--- config.mk ---
export PLATFORM = sky130hd
export DESIGN_NAME = msix_unit
export DESIGN_NICKNAME = d
export VERILOG_FILES = /design/src/rtl/msix_pkg.sv /design/src/rtl/msix_vec_table.sv /design/src/rtl/msix_pend_ctl.sv /design/src/rtl/msix_msg_out.sv /design/src/rtl/msix_unit.sv
export SDC_FILE = /design/constraint.sdc
export NUM_CORES = 2
export LEC_CHECK = 0
export BUFFER_PORTS_ARGS = -buffer_cell sky130_fd_sc_hd__buf_2
export CAP_MARGIN = 15
export CORE_ASPECT_RATIO = 1.4
export CORE_MARGIN = 3
export CORE_UTILIZATION = 35
export DETAILED_ROUTE_END_ITERATION = 10
export PLACE_DENSITY_LB_ADDON = 0.05
export SETUP_SLACK_MARGIN = 0.2
export SLEW_MARGIN = 30
export SYNTH_ARGS = -nofsm -noshare
export SYNTH_HDL_FRONTEND = slang
export SYNTH_HIERARCHICAL = 1
export SYNTH_SLANG_ARGS = --single-unit
--- constraint.sdc ---
create_clock -name clk -period 5.6 [get_ports clk]
set_clock_uncertainty 0.05 [all_clocks]
set_input_delay 1.12 -clock clk [delete_from_list [all_inputs] [get_ports clk]]
set_output_delay 1.12 -clock clk [all_outputs]
set_load 0.005 [all_outputs]
--- src/rtl/msix_pkg.sv ---
// Shared definitions for the interrupt-message vector controller.
// Assumes: entries are four 32-bit words; vector numbers fit vec_width().
package msix_pkg;

    // Word slots inside one table entry, in address order.
    typedef enum logic [1:0] {
        SLOT_ADDR_LO = 2'd0,
        SLOT_ADDR_HI = 2'd1,
        SLOT_DATA    = 2'd2,
        SLOT_CTRL    = 2'd3
    } entry_slot_e;

    // Bits needed to number n vectors (at least one).
    function automatic int vec_width(input int n);
        return (n > 1) ? $clog2(n) : 1;
    endfunction

endpackage

--- src/rtl/msix_vec_table.sv ---
// Vector table: per-vector address, payload and mask bit in flip-flops.
// Provides a word-addressed write/read port and exposes every entry in
// parallel to the delivery logic. Assumes REG_AW >= vec_width(NUM_VEC)+2.
module msix_vec_table
    import msix_pkg::*;
#(
    parameter int NUM_VEC = 8,
    parameter int REG_AW  = 13,
    localparam int VEC_W  = vec_width(NUM_VEC),
    localparam int TV_W   = REG_AW - 2
) (
    input  logic                    clk,
    input  logic                    rst_n,
    input  logic                    wr_en,
    input  logic [REG_AW-1:0]       addr,
    input  logic [31:0]             wdata,
    output logic [31:0]             rdata,
    output logic [NUM_VEC-1:0]      vmask,
    output logic [NUM_VEC*64-1:0]   ent_addr,
    output logic [NUM_VEC*32-1:0]   ent_data
);

    logic [TV_W-1:0]    tv;
    entry_slot_e        slot;
    logic               in_range;
    logic [31:0]        lo_q  [NUM_VEC];
    logic [31:0]        hi_q  [NUM_VEC];
    logic [31:0]        dat_q [NUM_VEC];
    logic [NUM_VEC-1:0] msk_q;

    assign tv       = addr[REG_AW-1:2];
    assign slot     = entry_slot_e'(addr[1:0]);
    assign in_range = (32'(tv) < NUM_VEC);
    assign vmask    = msk_q;

    for (genvar g = 0; g < NUM_VEC; g++) begin : g_entry
        logic wr_hit;
        assign wr_hit = wr_en && (tv == TV_W'(g));

        // Entry storage: reset to zero with the mask bit set.
        always_ff @(posedge clk) begin
            if (!rst_n) begin
                lo_q[g]  <= '0;
                hi_q[g]  <= '0;
                dat_q[g] <= '0;
                msk_q[g] <= 1'b1;
            end else if (wr_hit) begin
                case (slot)
                    SLOT_ADDR_LO: lo_q[g]  <= wdata;
                    SLOT_ADDR_HI: hi_q[g]  <= wdata;
                    SLOT_DATA:    dat_q[g] <= wdata;
                    SLOT_CTRL:    msk_q[g] <= wdata[0];
                endcase
            end
        end

        assign ent_addr[g*64 +: 64] = {hi_q[g], lo_q[g]};
        assign ent_data[g*32 +: 32] = dat_q[g];
    end

    // Read mux: zero outside the implemented vectors.
    always_comb begin
        rdata = '0;
        if (in_range) begin
            case (slot)
                SLOT_ADDR_LO: rdata = lo_q[tv[VEC_W-1:0]];
                SLOT_ADDR_HI: rdata = hi_q[tv[VEC_W-1:0]];
                SLOT_DATA:    rdata = dat_q[tv[VEC_W-1:0]];
                SLOT_CTRL:    rdata = {31'd0, msk_q[tv[VEC_W-1:0]]};
            endcase
        end
    end

endmodule

--- src/rtl/msix_pend_ctl.sv ---
// Per-vector pending, use-count and send-queue state.
// A request on a live vector either queues a send (unmasked) or parks a
// pending bit (masked). A masked-to-unmasked edge, seen one cycle late
// through the registered previous mask, turns a parked bit into a send.
// Assumes grant is one-hot or zero and only names queued vectors.
module msix_pend_ctl #(
    parameter int NUM_VEC = 8,
    parameter int REQ_W   = 4,
    parameter int CNT_W   = 4
) (
    input  logic               clk,
    input  logic               rst_n,
    input  logic               req_valid,
    input  logic [REQ_W-1:0]   req_vec,
    input  logic               use_en,
    input  logic               unuse_en,
    input  logic [REQ_W-1:0]   cnt_vec,
    input  logic [NUM_VEC-1:0] eff_mask,
    input  logic [NUM_VEC-1:0] grant,
    output logic [NUM_VEC-1:0] pend_q,
    output logic [NUM_VEC-1:0] send_q
);

    logic [NUM_VEC-1:0] prev_mask_q;

    // Remember last cycle's effective mask to detect unmask edges.
    always_ff @(posedge clk) begin
        if (!rst_n) prev_mask_q <= '1;
        else        prev_mask_q <= eff_mask;
    end

    for (genvar g = 0; g < NUM_VEC; g++) begin : g_vec
        logic [CNT_W-1:0] cnt_q;
        logic hit, live, use_hit, unuse_hit, drop, unmasking, replay, fire, park;

        // Decode this vector's events for the current cycle.
        always_comb begin
            hit       = req_valid && (req_vec == REQ_W'(g));
            live      = (cnt_q != '0);
            use_hit   = use_en && !unuse_en && (cnt_vec == REQ_W'(g));
            unuse_hit = unuse_en && !use_en && (cnt_vec == REQ_W'(g));
            drop      = unuse_hit && (cnt_q == CNT_W'(1));
            unmasking = prev_mask_q[g] && !eff_mask[g];
            replay    = unmasking && pend_q[g] && !drop;
            fire      = hit && live && !eff_mask[g];
            park      = hit && live && eff_mask[g];
        end

        // Use count: saturating increment, decrement stops at zero.
        always_ff @(posedge clk) begin
            if (!rst_n)                          cnt_q <= '0;
            else if (use_hit && cnt_q != '1)     cnt_q <= cnt_q + CNT_W'(1);
            else if (unuse_hit && cnt_q != '0)   cnt_q <= cnt_q - CNT_W'(1);
        end

        // Pending bit and send-queue bit for this vector.
        always_ff @(posedge clk) begin
            if (!rst_n) begin
                pend_q[g] <= 1'b0;
                send_q[g] <= 1'b0;
            end else begin
                pend_q[g] <= (drop || replay) ? 1'b0 : (pend_q[g] || park);
                send_q[g] <= (send_q[g] && !grant[g]) || fire || replay;
            end
        end
    end

endmodule

--- src/rtl/msix_msg_out.sv ---
// Output stage: picks the lowest queued vector and registers its address
// and payload onto a valid/ready handshake. Holds the message while stalled.
// Assumes the entry buses are stable while a vector waits in the queue.
module msix_msg_out
    import msix_pkg::*;
#(
    parameter int NUM_VEC = 8,
    localparam int VEC_W  = vec_width(NUM_VEC)
) (
    input  logic                  clk,
    input  logic                  rst_n,
    input  logic [NUM_VEC-1:0]    send,
    input  logic [NUM_VEC*64-1:0] ent_addr,
    input  logic [NUM_VEC*32-1:0] ent_data,
    input  logic                  msg_ready,
    output logic [NUM_VEC-1:0]    grant,
    output logic                  msg_valid,
    output logic [63:0]           msg_addr,
    output logic [31:0]           msg_data
);

    logic [VEC_W-1:0] sel;
    logic             any, load;

    // Lowest-numbered queued vector wins.
    always_comb begin
        sel = '0;
        for (int i = NUM_VEC - 1; i >= 0; i--) begin
            if (send[i]) sel = VEC_W'(i);
        end
        any   = |send;
        load  = any && (!msg_valid || msg_ready);
        grant = '0;
        grant[sel] = load;
    end

    // Output register: load on a free slot, drop after acceptance.
    always_ff @(posedge clk) begin
        if (!rst_n) begin
            msg_valid <= 1'b0;
            msg_addr  <= '0;
            msg_data  <= '0;
        end else if (load) begin
            msg_valid <= 1'b1;
            msg_addr  <= ent_addr[sel*64 +: 64];
            msg_data  <= ent_data[sel*32 +: 32];
        end else if (msg_ready) begin
            msg_valid <= 1'b0;
        end
    end

endmodule

--- src/rtl/msix_unit.sv ---
// Top of the interrupt-message vector controller. Holds the enable and
// mask-all bits, forms the effective per-vector mask, decodes the register
// port into table and pending spaces and wires the submodules together.
// Assumes 32-bit word accesses; reg_addr is a word address.
module msix_unit
    import msix_pkg::*;
#(
    parameter int NUM_VEC     = 8,
    parameter int CNT_W       = 4,
    parameter int REG_AW      = 13,
    localparam int VEC_W      = vec_width(NUM_VEC),
    localparam int REQ_W      = VEC_W + 1,
    localparam int PEND_WORDS = ((NUM_VEC + 63) / 64) * 2
) (
    input  logic              clk,
    input  logic              rst_n,
    input  logic              reg_wen,
    input  logic              reg_space,
    input  logic [REG_AW-1:0] reg_addr,
    input  logic [31:0]       reg_wdata,
    output logic [31:0]       reg_rdata,
    input  logic              ctl_wen,
    input  logic              ctl_enable,
    input  logic              ctl_maskall,
    output logic              intx_deassert,
    output logic [10:0]       tbl_size,
    input  logic              req_valid,
    input  logic [REQ_W-1:0]  req_vec,
    input  logic              use_en,
    input  logic              unuse_en,
    input  logic [REQ_W-1:0]  cnt_vec,
    output logic              msg_valid,
    input  logic              msg_ready,
    output logic [63:0]       msg_addr,
    output logic [31:0]       msg_data
);

    logic                    en_q, maskall_q, fmask;
    logic [NUM_VEC-1:0]      vmask, eff_mask, pend_vec, send_vec, grant_vec;
    logic [NUM_VEC*64-1:0]   ent_addr;
    logic [NUM_VEC*32-1:0]   ent_data;
    logic [31:0]             tbl_rdata, pend_rdata;
    logic [PEND_WORDS*32-1:0] pend_pad;

    assign tbl_size = 11'(NUM_VEC - 1);

    // Capability control bits and the wire-interrupt release pulse.
    always_ff @(posedge clk) begin
        if (!rst_n) begin
            en_q          <= 1'b0;
            maskall_q     <= 1'b0;
            intx_deassert <= 1'b0;
        end else begin
            intx_deassert <= ctl_wen && ctl_enable;
            if (ctl_wen) begin
                en_q      <= ctl_enable;
                maskall_q <= ctl_maskall;
            end
        end
    end

    // Effective mask: function-level mask folded into every vector.
    assign fmask    = !en_q || maskall_q;
    assign eff_mask = {NUM_VEC{fmask}} | vmask;

    msix_vec_table #(.NUM_VEC(NUM_VEC), .REG_AW(REG_AW)) u_table (
        .clk      (clk),
        .rst_n    (rst_n),
        .wr_en    (reg_wen && !reg_space),
        .addr     (reg_addr),
        .wdata    (reg_wdata),
        .rdata    (tbl_rdata),
        .vmask    (vmask),
        .ent_addr (ent_addr),
        .ent_data (ent_data)
    );

    msix_pend_ctl #(.NUM_VEC(NUM_VEC), .REQ_W(REQ_W), .CNT_W(CNT_W)) u_pend (
        .clk       (clk),
        .rst_n     (rst_n),
        .req_valid (req_valid),
        .req_vec   (req_vec),
        .use_en    (use_en),
        .unuse_en  (unuse_en),
        .cnt_vec   (cnt_vec),
        .eff_mask  (eff_mask),
        .grant     (grant_vec),
        .pend_q    (pend_vec),
        .send_q    (send_vec)
    );

    msix_msg_out #(.NUM_VEC(NUM_VEC)) u_out (
        .clk       (clk),
        .rst_n     (rst_n),
        .send      (send_vec),
        .ent_addr  (ent_addr),
        .ent_data  (ent_data),
        .msg_ready (msg_ready),
        .grant     (grant_vec),
        .msg_valid (msg_valid),
        .msg_addr  (msg_addr),
        .msg_data  (msg_data)
    );

    // Pending-space read: padded array, zero past the implemented words.
    always_comb begin
        pend_pad = '0;
        pend_pad[NUM_VEC-1:0] = pend_vec;
        pend_rdata = '0;
        if (32'(reg_addr) < PEND_WORDS) pend_rdata = pend_pad[reg_addr*32 +: 32];
    end

    assign reg_rdata = reg_space ? pend_rdata : tbl_rdata;

endmodule

# Yosys cells after proc, flatten, opt, wreduce, memory -nomap -nowiden
# Memory sizes are Yosys's and may differ from the RTL's.
# Cells that the tools add are included.
[op_classes]
n_addsub = 16
order_cmp = 5
eq_ne = 40
shifts = 3
mux = 134
n_bitwise = 27
n_reduce_logical = 219
[op_table]
columns = ["operator", "count"]
rows = [
  ["$mux W32", 27],
  ["$shiftx A512 B10 Y64", 1],
  ["$shiftx A256 B9 Y32", 1],
  ["$pmux W32 S4", 1],
  ["$logic_and A1 B1 Y1", 118],
  ["$mux W1", 80],
  ["$mux W4", 16],
  ["$shiftx A64 B19 Y32", 1],
  ["$eq A11 B3 Y1 const B", 4],
  ["$eq A4 B1 Y1 const B", 10],
  ["$logic_or A1 B1 Y1", 34],
  ["$add A4 B1 Y4 const B", 8],
  ["$eq A4 B3 Y1 const B", 8],
  ["$ne A4 B4 Y1 const B", 8],
  ["$reduce_bool A4 Y1", 8],
  ["$sub A4 B1 Y4 const B", 8],
  ["$logic_not A1 Y1", 29],
  ["$mux W3", 8],
  ["$or A1 B1 Y1", 24],
  ["$eq A11 B2 Y1 const B", 2],
  ["$reduce_bool A2 Y1", 9],
  ["$eq A4 B2 Y1 const B", 4],
  ["$reduce_and A2 Y1", 8],
  ["$reduce_or A2 Y1", 8],
  ["other kinds (16)", 19],
]
[totals]
ff_bits = 164
ram_bits = 768
in_bits = 64
out_inout_bits = 141
elab_cells = 486
n_memories = 3
[memory_table]
columns = ["memory", "words", "word_bits", "rd", "rd_ports_with_merged_regs", "write_ports", "line_no", "text"]
rows = [
  ["u_table.dat_q", 8, 32, 9, 0, 8, "msix_vec_table.sv:28", "logic [31:0] dat_q [NUM_VEC];"],
  ["u_table.hi_q", 8, 32, 9, 0, 8, "msix_vec_table.sv:27", "logic [31:0] hi_q [NUM_VEC];"],
  ["u_table.lo_q", 8, 32, 9, 0, 8, "msix_vec_table.sv:26", "logic [31:0] lo_q [NUM_VEC];"],
]

# Longest topological paths before layout
[depth]
ltp_word = 17
ltp_mapped = 11
mapped_depth_nobuf = 7

# Modules after synthesis
# Netlist, hierarchy kept.
[by_module_without_submodules]
columns = ["mod", "n_inst", "cells_each", "area_each_um2", "seq_area_each_um2"]
rows = [
  ["msix_vec_table", 1, 2383, 35595.4, 23222.3],
  ["msix_msg_out", 1, 825, 7254.5, 1941.9],
  ["msix_pend_ctl", 1, 440, 3562.2, 1121.1],
  ["msix_unit", 1, 87, 598.1, 60.1],
]

# Least setup slack after synthesis
# OpenSTA, ideal clock, no wires.
[synth_timing]
path_kind = "input to register"
startpoint = "input port reg_addr[3]"
endpoint = "memory u_table.dat_q[0][0], enable pin"
setup_time_ns = 0.466
arrival_time_ns = 4.391
required_ns = 5.084
path_slack_ns = 0.694
stages = 6
path_cell_list = "buf_2 -> buf_4 -> nor2_1 -> nand2_1 -> buf_2 -> o21ai_0"
[synth_rtl]
columns = ["element", "line_no", "text"]
rows = [
  ["start: declaration", "msix_unit.sv:19", "input logic [REG_AW-1:0] reg_addr,"],
  ["end: declaration", "msix_vec_table.sv:28", ""],
]

# Final worst setup path
[layout_timing]
startpoint = "input port reg_addr[11]"
endpoint = "output port reg_rdata[5]"
[layout_between]
elab_chain_len = 3
elab_cells_between_ends = 6
cone_classes = "order compare: 2; shift: 1; mux: 3"
[layout_lines]
columns = ["element", "line_no", "text"]
rows = [
  ["$lt A11 B4 Y1", "msix_vec_table.sv:33", "assign in_range = (32'(tv) < NUM_VEC);"],
  ["$mux W32", "msix_vec_table.sv:64", "if (in_range) begin"],
  ["named net tbl_rdata[5]", "msix_unit.sv:42", "logic [31:0] tbl_rdata, pend_rdata;"],
  ["$mux W32", "msix_unit.sv:113", "assign reg_rdata = reg_space ? pend_rdata : tbl_rdata;"],
  ["end: declaration", "msix_unit.sv:21", "output logic [31:0] reg_rdata,"],
]
# The timed path passes the listed nets, and every way through them passes these cells.

==> results.toml <==
[outcome]
status = "finished, final reports clean"

[placed_design]
dp_cells = 5484
hpwlAfterDp_mm = 113
placedInstanceArea_sq_um = 50500
port_buffers = 193
place.gp.congestion = 0.831

[routing]
drt_iter0_markers = 4004
firstDrtPassIters = 9
avgRoutedWirePerCell_um = 32.6
viasPerCell = 6.02
drcViolationCount = 0
vias = 34254
wirelength_mm = 185
ant_nets = 0

[timing]
slew_violations = 0
max-slew-margin-rel = 0.284
tightest_slew_ns = 1.07
tns_ns = 0
finalHoldViolCount = 0
rsz0062_at_grt = "false"
max_freq_mhz = 197
setup_viol = 0
min_period_ns = 5.07
finalCritPeriodShare = 0.906

[floorplanning]
initial_core_util = 0.354
die_w_um = 316
dieArea_sq_um = 139000
io_pins = 205
coreArea_sq_um = 133000
rows = 158
die_h_um = 440

[grt]
grt_pass1_wl_mm = 263
grt_antenna_before_repair = 13
grt_usage = 0.263
grt_max_degree = 158
overflow = 0
grt_pass1_vias = 35032

[critical_path]
worstPathArrival_ns = 3.90
worstPathMaxFanout = 21
required_ns = 4.43
critPathKind = "input port to output port"
path_cells = "buf_2 -> nor4_1 -> nand2_1 -> or2_2 -> o22ai_1 -> inv_1 -> o22ai_1 -> buf_2"
worst_setup_path_end_kind = "output port"
crit_path_start_kind = "input port"
cpPeakStageDelay_ns = 0.67
cpMaxStageDelayCell = "or2_2"
crit_family = "simple AND/OR/NAND/NOR gates"
path_buf_inv = 3

[clock_tree]
hold_buffers = 0
clockRootBuffer = "clkbuf_16"
clk_pin_slew_ns = 0.06
clock_path_buffers = 3
clk_latency_ns = 0.72
cts_resized = 0
htreeDepth = 3
numClockSinks = 932
cts_setup_buffers = 0
cts_made_buffers = 103
cts_tree = "yes"

[hold_path]
worstHoldPathType = "register to register"

[power_and_ir_drop]
p_leak_nw = 19.1
peakVddDrop_uv = 225
power_per_cell_area_nw_per_um2 = 300

[synthesis]
synth-async-reset-ratio = 0
yosys_most_used_dff = "edfxtp_1"
synth_top_area_share = 0.491
yosys-top-cells-count = "edfxtp_1, and2_1, clkbuf_1, a222oi_1, a21boi_0"
synthDistinctLibCells = 87
synth_top_area_cell = "edfxtp_1"
yosysSeqAreaShare = 0.560
synth_edf_count = 768
ys_ff_latch = 932
synth_area_per_cell_sq_um = 12.6
synth_warnings = 6
netlist_area_sq_um = 47000
synth.most_common_cell = "edfxtp_1"
ys_top_cells_by_area = "edfxtp_1, and2_1, mux4_2"
postSynthCellCount = 3735

[layout]
fillers = 12620
fin_cells = 5694
final_nets = 3919
final_layout_size_suffix_gt1_frac = 0.196
stdcell_area_sq_um = 54000
area_growth_pct = 14.9

[flow_run]
cap_viol_max_count = 0
-- worst paths after layout --
path | startpoint | end | slack [ns] | cells after the start
worst max register to register | u_pend/send_q[1] | u_out/msg_addr[27] | 2.46 | 7
worst max-delay path | reg_addr[11] | reg_rdata[5] | 0.53 | 8
worst min-delay path | u_out/msg_addr[41] | u_out/msg_addr[41] | 0.41 | 2
worst min register to register | u_out/msg_addr[41] | u_out/msg_addr[41] | 0.41 | 2
-- cell type report --
| cell class | count | area, sq um | share of cell area |
|---|---|---|---|
| antenna | 12 | 30.0 | 0.000556 |
| clock buffer | 134 | 2820 | 0.0521 |
| clock inverter | 62 | 631 | 0.0117 |
| inverter | 58 | 218 | 0.00403 |
| multi-input combinational | 2374 | 19200 | 0.355 |
| sequential | 932 | 26300 | 0.488 |
| tap | 1760 | 2200 | 0.0408 |
| timing repair buffer | 362 | 2610 | 0.0482 |
-- metrics by stage --
stage,power (W),worst slack (ns),hold WS [ns],util
6_report,0.0162,0.526,0.414,0.407
2_1_floorplan,0.00870,0.694,0.407,-
4_1_cts,0.0163,0.625,0.411,0.406
3_3_place_gp,0.00926,0.575,0.403,0.379
3_5_place_dp,0.00928,0.633,0.393,0.380
5_1_grt,0.0167,0.453,0.428,0.406
-- kinds of logic (layout without fill, tap and decap cells) --
group	after synthesis	in the layout	share of synthesized area
compound gates	793	793	0.133
xor+xnor	13	13	0.00242
fa+ha+maj	24	24	0.00639
buf+inv	438	616	0.0406
flops	932	932	0.560
mux	291	291	0.102
other cells	2	23	0.000160
simple gates	1242	1242	0.156
-- registers in the layout, indices dropped and copies added (netlist names) --
name / count
u_table/dat_q: 256
u_table/hi_q: 256
u_table/lo_q: 256
u_out/msg_addr: 64
u_out/msg_data: 32
u_pend/g_vec.cnt_q: 32
u_pend/pend_q: 8
u_pend/prev_mask_q: 8
u_pend/send_q: 8
u_table/vmask: 8
en_q: 1
intx_deassert: 1
maskall_q: 1
u_out/msg_valid: 1
-- power by group --
| group | switching (W) | internal (W) | total (W) |
|---|---|---|---|
| Combinational | 0.000781 | 0.000407 | 0.00119 |
| Clock | 0.00300 | 0.00406 | 0.00706 |
| Sequential | 0.000173 | 0.00778 | 0.00795 |
| Total | 0.00396 | 0.0122 | 0.0162 |
-- metal layers --
metal	GRT usage	vias up	part of all wire
li1	-	14482	-
met1	0.342	17882	0.41
met2	0.450	1603	0.49
met3	0.0354	287	0.065
met4	0.0889	0	0.031
met5	0	-	0
-- worst reg2reg max path: stages, from the launching register on --
cell      delay (ns)
dfxtp_1         0.41
or4_4           0.56
nor4_4          0.31
buf_12          0.37
buf_16          0.54
a222oi_1        0.35
a21boi_0        0.20
o221ai_1        0.25
-- layout by cell type (no fill, tap or decap), types with 26 or more instances in the layout --
cell and instances:
nor2_1 60, nand2_1 146, buf_2 189, clkbuf_16 104, inv_1 57, mux2i_1 126
mux4_2 147, nor2b_1 38, buf_4 145, a222oi_1 194, nand2b_1 35, clkinv_2 26
a21boi_0 193, a21oi_1 64, edfxtp_1 768, and2_1 765, nor3_1 40, nand3_1 51
o221ai_1 112, o21ai_0 53, o22ai_1 43, dfxtp_1 164
(Power assumes the default switching activity.)
